$ cat config.mk
export PLATFORM = sky130hd
export DESIGN_NAME = spi_fault_ctrl
export DESIGN_NICKNAME = d
export VERILOG_FILES = /design/src/rtl/spi_fault_pkg.sv /design/src/rtl/spi_sync.sv /design/src/rtl/spi_sck_gen.sv /design/src/rtl/spi_shift_core.sv /design/src/rtl/spi_fault_ctrl.sv
export SDC_FILE = /design/constraint.sdc
export NUM_CORES = 1
export LEC_CHECK = 0
export CORE_MARGIN = 2
export CORE_UTILIZATION = 30
export DETAILED_ROUTE_END_ITERATION = 7
export PLACE_DENSITY_LB_ADDON = 0.2
export SLEW_MARGIN = 30
export SYNTH_ARGS = -nofsm -noshare
export SYNTH_HDL_FRONTEND = slang
export SYNTH_HIERARCHICAL = 1
export SYNTH_SLANG_ARGS = --single-unit
$ cat constraint.sdc
create_clock -name clk_i -period 3.39 [get_ports clk_i]
set_clock_uncertainty 0.1 [all_clocks]
set_input_delay 1.017 -clock clk_i [delete_from_list [all_inputs] [get_ports clk_i]]
set_output_delay 1.017 -clock clk_i [all_outputs]
set_load 0.03 [all_outputs]
$ cat src/rtl/spi_fault_pkg.sv
package spi_fault_pkg;
  localparam int BYTE_W = 8;
  localparam logic [1:0] A_CTRL = 2'd0;
  localparam logic [1:0] A_STAT = 2'd1;
  localparam logic [1:0] A_DATA = 2'd2;
  localparam int C_EN      = 0;
  localparam int C_MSTR    = 1;
  localparam int S_TXE     = 0;
  localparam int S_MODF    = 1;
  localparam int S_TXE_IE  = 2;
  localparam int S_LSB     = 3;
  localparam int S_MODF_IE = 4;
  localparam int S_DONE    = 7;
endpackage

$ cat src/rtl/spi_sync.sv
module spi_sync #(
  parameter int          W   = 1,
  parameter logic [W-1:0] RST = '0
) (
  input  logic         clk_i,
  input  logic         rst_ni,
  input  logic [W-1:0] d_i,
  output logic [W-1:0] q_o
);
  logic [W-1:0] s1_q, s2_q;
  always_ff @(posedge clk_i or negedge rst_ni) begin
    if (!rst_ni) begin
      s1_q <= RST;
      s2_q <= RST;
    end else begin
      s1_q <= d_i;
      s2_q <= s1_q;
    end
  end
  assign q_o = s2_q;
endmodule

$ cat src/rtl/spi_sck_gen.sv
module spi_sck_gen #(
  parameter int HALF = 2
) (
  input  logic clk_i,
  input  logic rst_ni,
  input  logic run_i,
  output logic sck_o,
  output logic rise_o,
  output logic fall_o
);
  localparam int CW = (HALF > 1) ? $clog2(HALF) : 1;
  logic [CW-1:0] cnt_q;
  logic          sck_q, tick;

  assign tick = run_i && (cnt_q == CW'(HALF - 1));

  always_ff @(posedge clk_i or negedge rst_ni) begin
    if (!rst_ni) begin
      cnt_q <= '0;
      sck_q <= 1'b0;
    end else if (!run_i) begin
      cnt_q <= '0;
      sck_q <= 1'b0;
    end else if (tick) begin
      cnt_q <= '0;
      sck_q <= ~sck_q;
    end else begin
      cnt_q <= cnt_q + 1'b1;
    end
  end

  assign sck_o  = sck_q;
  assign rise_o = tick && !sck_q;
  assign fall_o = tick && sck_q;
endmodule

$ cat src/rtl/spi_shift_core.sv
module spi_shift_core #(
  parameter int W = 8
) (
  input  logic         clk_i,
  input  logic         rst_ni,
  input  logic         clr_i,
  input  logic         load_i,
  input  logic [W-1:0] load_data_i,
  input  logic         lsb_first_i,
  input  logic         sample_i,
  input  logic         shift_i,
  input  logic         in_bit_i,
  output logic         out_bit_o,
  output logic         idle_o,
  output logic         done_o,
  output logic [W-1:0] rx_o
);
  localparam int CW = $clog2(W);
  logic [W-1:0]  sh_q, nxt, rx_q;
  logic [CW-1:0] cnt_q;
  logic          half_q, in_q, last;

  assign nxt  = lsb_first_i ? {in_q, sh_q[W-1:1]} : {sh_q[W-2:0], in_q};
  assign last = (cnt_q == CW'(W - 1));

  always_ff @(posedge clk_i or negedge rst_ni) begin
    if (!rst_ni) begin
      sh_q   <= '0;
      rx_q   <= '0;
      cnt_q  <= '0;
      half_q <= 1'b0;
      in_q   <= 1'b0;
    end else if (clr_i) begin
      cnt_q  <= '0;
      half_q <= 1'b0;
    end else if (load_i) begin
      sh_q   <= load_data_i;
      cnt_q  <= '0;
      half_q <= 1'b0;
    end else if (sample_i) begin
      in_q   <= in_bit_i;
      half_q <= 1'b1;
    end else if (shift_i && half_q) begin
      sh_q   <= nxt;
      half_q <= 1'b0;
      cnt_q  <= last ? '0 : cnt_q + 1'b1;
      if (last) rx_q <= nxt;
    end
  end

  assign out_bit_o = lsb_first_i ? sh_q[0] : sh_q[W-1];
  assign idle_o    = (cnt_q == '0) && !half_q;
  assign done_o    = shift_i && half_q && last && !clr_i && !load_i && !sample_i;
  assign rx_o      = rx_q;
endmodule

$ cat src/rtl/spi_fault_ctrl.sv
module spi_fault_ctrl
  import spi_fault_pkg::*;
#(
  parameter int SCK_HALF = 2
) (
  input  logic        clk_i,
  input  logic        rst_ni,
  input  logic [1:0]  addr_i,
  input  logic        wr_i,
  input  logic        rd_i,
  input  logic [7:0]  wdata_i,
  output logic [7:0]  rdata_o,
  output logic        irq_o,
  output logic        sck_o,
  output logic        mosi_o,
  input  logic        miso_i,
  input  logic        sck_i,
  input  logic        mosi_i,
  output logic        miso_o,
  input  logic        ss_ni
);
  logic en_q, mstr_q, done_q, modf_q, modf_ie_q, lsb_q, txe_ie_q, act_q;
  logic buf_full_q;
  logic [BYTE_W-1:0] buf_q, rx;
  logic [2:0] sync_q;
  logic [1:0] prev_q;
  logic wr_ctrl, wr_stat, wr_data, rd_stat, rd_data, txe;
  logic ss_s, sck_s, mosi_s, ss_rise, sck_rise, sck_fall;
  logic fault_m, fault_s, fault, core_clr, core_idle, core_done, move;
  logic g_rise, g_fall, run, sample, shift, out_bit;

  assign wr_ctrl = wr_i && (addr_i == A_CTRL);
  assign wr_stat = wr_i && (addr_i == A_STAT);
  assign wr_data = wr_i && (addr_i == A_DATA);
  assign rd_stat = rd_i && (addr_i == A_STAT);
  assign rd_data = rd_i && (addr_i == A_DATA);
  assign txe     = !buf_full_q;

  spi_sync #(.W(3), .RST(3'b010)) u_sync (
    .clk_i (clk_i),
    .rst_ni(rst_ni),
    .d_i   ({sck_i, ss_ni, mosi_i}),
    .q_o   (sync_q)
  );
  assign {sck_s, ss_s, mosi_s} = sync_q;

  always_ff @(posedge clk_i or negedge rst_ni) begin
    if (!rst_ni) prev_q <= 2'b01;
    else         prev_q <= {sck_s, ss_s};
  end
  assign sck_rise = sck_s && !prev_q[1];
  assign sck_fall = !sck_s && prev_q[1];
  assign ss_rise  = ss_s && !prev_q[0];

  // master: competing driver on select; slave: select dropped mid-byte
  assign fault_m  = en_q && mstr_q && !ss_s;
  assign fault_s  = en_q && !mstr_q && ss_rise && !core_idle;
  assign fault    = fault_m || fault_s;
  assign core_clr = !en_q || fault || wr_ctrl;
  assign move     = en_q && buf_full_q && core_idle && !act_q && !core_clr;

  assign run = act_q && en_q && mstr_q;

  spi_sck_gen #(.HALF(SCK_HALF)) u_sck (
    .clk_i (clk_i),
    .rst_ni(rst_ni),
    .run_i (run),
    .sck_o (sck_o),
    .rise_o(g_rise),
    .fall_o(g_fall)
  );

  assign sample = mstr_q ? g_rise : (sck_rise && !ss_s);
  assign shift  = mstr_q ? g_fall : (sck_fall && !ss_s);

  spi_shift_core #(.W(BYTE_W)) u_core (
    .clk_i      (clk_i),
    .rst_ni     (rst_ni),
    .clr_i      (core_clr),
    .load_i     (move),
    .load_data_i(buf_q),
    .lsb_first_i(lsb_q),
    .sample_i   (sample),
    .shift_i    (shift),
    .in_bit_i   (mstr_q ? miso_i : mosi_s),
    .out_bit_o  (out_bit),
    .idle_o     (core_idle),
    .done_o     (core_done),
    .rx_o       (rx)
  );

  always_ff @(posedge clk_i or negedge rst_ni) begin
    if (!rst_ni) begin
      en_q       <= 1'b0;
      mstr_q     <= 1'b0;
      done_q     <= 1'b0;
      modf_q     <= 1'b0;
      modf_ie_q  <= 1'b0;
      lsb_q      <= 1'b0;
      txe_ie_q   <= 1'b0;
      act_q      <= 1'b0;
      buf_full_q <= 1'b0;
      buf_q      <= '0;
    end else begin
      if (wr_ctrl) mstr_q <= wdata_i[C_MSTR];
      if (fault_m)      en_q <= 1'b0;
      else if (wr_ctrl) en_q <= wdata_i[C_EN];

      if (wr_stat) begin
        modf_ie_q <= wdata_i[S_MODF_IE];
        lsb_q     <= wdata_i[S_LSB];
        txe_ie_q  <= wdata_i[S_TXE_IE];
      end

      if (fault)        modf_q <= 1'b1;
      else if (rd_stat) modf_q <= 1'b0;

      if (core_done)    done_q <= 1'b1;
      else if (rd_data) done_q <= 1'b0;

      if (wr_data) begin
        buf_q      <= wdata_i;
        buf_full_q <= 1'b1;
      end else if (move) begin
        buf_full_q <= 1'b0;
      end

      if (core_done || core_clr) act_q <= 1'b0;
      else if (move && mstr_q)   act_q <= 1'b1;
    end
  end

  always_comb begin
    rdata_o = '0;
    case (addr_i)
      A_CTRL: begin
        rdata_o[C_EN]   = en_q;
        rdata_o[C_MSTR] = mstr_q;
      end
      A_STAT: begin
        rdata_o[S_DONE]    = done_q;
        rdata_o[S_MODF_IE] = modf_ie_q;
        rdata_o[S_LSB]     = lsb_q;
        rdata_o[S_TXE_IE]  = txe_ie_q;
        rdata_o[S_MODF]    = modf_q;
        rdata_o[S_TXE]     = txe;
      end
      A_DATA:  rdata_o = rx;
      default: rdata_o = '0;
    endcase
  end

  assign irq_o  = (txe_ie_q ? txe : done_q) || (modf_ie_q && modf_q);
  assign mosi_o = (mstr_q && act_q) ? out_bit : 1'b0;
  assign miso_o = out_bit;
endmodule

==> results_dict.tcl <==
set metrics [dict create \
    synthArstFlopShare 1.00 \
    wirelength_mm 5.15 \
    port_buffers 29 \
    cts-root-buf "clkbuf_8" \
    via_count 1608 \
    clock-sinks 48 \
    drive_above_1_share 0.321 \
    postCtsSetupRepairBufs 0 \
    finalHoldViolCount 0 \
    gp_congestion 0.697 \
    slew_viol_final 0 \
    clk_latency_ns 0.29 \
    status "finished clean" \
    die-area_sq_um 8610 \
    die_h_um 92.8 \
    drt_first_iter_violations 85 \
    intPower_mw 1.08 \
    cts_tree "yes" \
    rsz0062_at_grt "false" \
    synth_seq_area_share 0.509 \
    diodes 0 \
    irDropWorstVdd_v 0.000190 \
    ys_ff_latch 48 \
    syn_to_final_growth_pct 24.1 \
    cts_inserted_buffers 5 \
    crit_type "input pin to output port" \
    postCtsResizedCells 18 \
    crit_fanout 3 \
    ctsLongestPathBuffers 2 \
    grt_util_all_layers 0.130 \
    relSlewSlack 0.628 \
    gr-total-overflow 0 \
    wl_per_cell_um 15.1 \
    power.share.clock 0.227 \
    p_per_area_nw_per_um2 535 \
    cts-htree-levels 2 \
    crit_arrival_ns 2.15 \
    grt_pass1_vias 1698 \
    io_pins 30 \
    yosys.area.top_type "dfrtp_1" \
    die_w_um 92.8 \
    syn-num-nets 220 \
    ctsHoldBuffers 0 \
    nets 264 \
    power_switching_uw 490 \
    end_kind "output port" \
    swShare 0.312 \
    cp.required_ns 2.27 \
    grt_max_degree 21 \
    vias_per_cell 4.70 \
    synth_edf_count 0 \
    setup-violations-final 0 \
    ys_types 40 \
    grt_pass1_wl_mm 8.72 \
    core_sq_um 7690 \
    syn_inst 195 \
    power.leakage_nw 1.33 \
    synth_top_area_frac 0.476 \
    synth_warnings 6 \
    drc 0 \
    max_cap_violations 0 \
    rows 32 \
    cp-start-kind "input pin" \
    dr.pass1.iters 6 \
    placed_cells 334 \
    min_path_type "register to register" \
    syn-cell-area_sq_um 2370 \
    netlist_top_cells_area "dfrtp_1 48%, mux2_2 11%, mux2_4 5.1%" \
    total_power_mw 1.57 \
    start_util 0.308 \
    fin_cells 342 \
    final_antenna_net_count 0 \
    clkTransAtPathRegs_ns 0.09 \
    fmax_mhz 306 \
    synth_area_per_cell_sq_um 12.1 \
    period_needed_ns 3.26 \
    antenna_found_initial 0 \
    comb_power_share 0.286 \
    dp_hpwl_mm 3.77 \
    fin_crit_sh 0.963 \
    tns_ns 0 \
    pwr-share-seq 0.487 \
    worst_pin_slew_ns 0.556 \
    ys.flop_type "dfrtp_1" \
]
cell usage in the layout, fill, tap and decap left out, types with 4 or more instances in the layout:
| master | instances |
|---|---|
| clkdlybuf4s50_1 | 18 |
| a21oi_1 | 5 |
| a22oi_1 | 4 |
| or2b_1 | 7 |
| ha_1 | 4 |
| clkbuf_8 | 6 |
| nor2b_1 | 4 |
| mux2_2 | 23 |
| inv_1 | 10 |
| buf_4 | 22 |
| mux2_4 | 8 |
| o22a_1 | 8 |
| o31a_1 | 8 |
| dfrtp_1 | 45 |
| nor2_1 | 9 |
| nand2_1 | 13 |
per-layer routing:
metal / vias to the layer above / GRT usage / part of all wire
li1: 778 / - / -
met1: 792 / 0.178 / 0.49
met2: 36 / 0.205 / 0.46
met3: 2 / 0.0269 / 0.042
met4: 0 / 0.0404 / 0.0078
met5: - / 0 / 0
path summary, 6_finish.rpt:
path                       slack [ns]                   startpoint                         end  cells past startpoint
min reg2reg                      0.26     u_sync/s1_q[2]$_DFF_PN0_     u_sync/q_o[2]$_DFF_PN0_                      0
min in group asynchronous        0.52                       rst_ni      buf_full_q$_DFFE_PN0P_                      1
max reg2reg                      0.65  u_core/cnt_q[0]$_DFFE_PN0P_  u_core/rx_o[0]$_DFFE_PN0P_                      9
max in group asynchronous        2.00                       rst_ni         prev_q[0]$_DFF_PN1_                      2
max                              0.13                    addr_i[0]                  rdata_o[1]                      6
min                              0.26     u_sync/s1_q[2]$_DFF_PN0_     u_sync/q_o[2]$_DFF_PN0_                      0
layout make-up:
class,instances,area (sq um)
Fill cell,787,4750
Multi-Input combinational cell,128,1090
Clock inverter,2,10.0
Timing Repair Buffer,45,384
Clock buffer,6,82.6
Tap cell,102,128
Inverter,11,41.3
Sequential cell,48,1200
through the flow:
| step | hold WS (ns) | setup slack [ns] | utilization | cell area, sq um |
|---|---|---|---|---|
| CTS | 0.257 | 0.120 | 0.382 | 2940 |
| floorplan | 0.231 | 0.217 | - | 2370 |
| detailed placement | 0.235 | -0.546 | 0.370 | 2840 |
| finish | 0.255 | 0.126 | 0.382 | 2940 |
| global placement | 0.234 | -0.487 | 0.370 | 2840 |
| global route | 0.278 | 0.0461 | 0.382 | 2940 |
synthesized netlist by cell type, drive strengths merged (5+ instances only):
cell type / instances
inv: 11
o31a: 8
mux2: 31
nand2: 13
o22a: 8
ha: 7
a21oi: 5
dfrtp: 45
or2b: 7
nor2: 9
sequential cells by signal (all words and copies together) (netlist names), 2 cells and up:
register and flops:
buf_q 8, prev_q 2, u_core/cnt_q 3, u_core/rx_o 8, u_core/sh_q 8, u_sync/q_o 3
u_sync/s1_q 3
critical path: stages:
cell and delay [ns]:
dlygate4sd2_1 0.25, buf_4 0.14, ha_2 0.19, a222oi_1 0.29
nor2_1 0.09, buf_4 0.18
kinds of logic after synthesis:
kind of cell | share of synthesized area
buffers and inverters | 0.0349
adders and majority gates | 0.0370
xor gates and xnor gates | 0.00370
and+or+nand+nor | 0.127
muxes | 0.169
DFF | 0.509
AOI/OAI and AO/OA | 0.119
power groups by stage:
stage | Combinational, mW | Sequential, mW | Clock [mW]
after floorplan | 0.316 | 0.737 | 0
after global placement | 0.451 | 0.777 | 0
after detailed placement | 0.454 | 0.778 | 0
after CTS | 0.457 | 0.766 | 0.371
after global routing | 0.496 | 0.781 | 0.393
final | 0.449 | 0.765 | 0.357
Note: power is estimated with default switching activity, not from simulation.
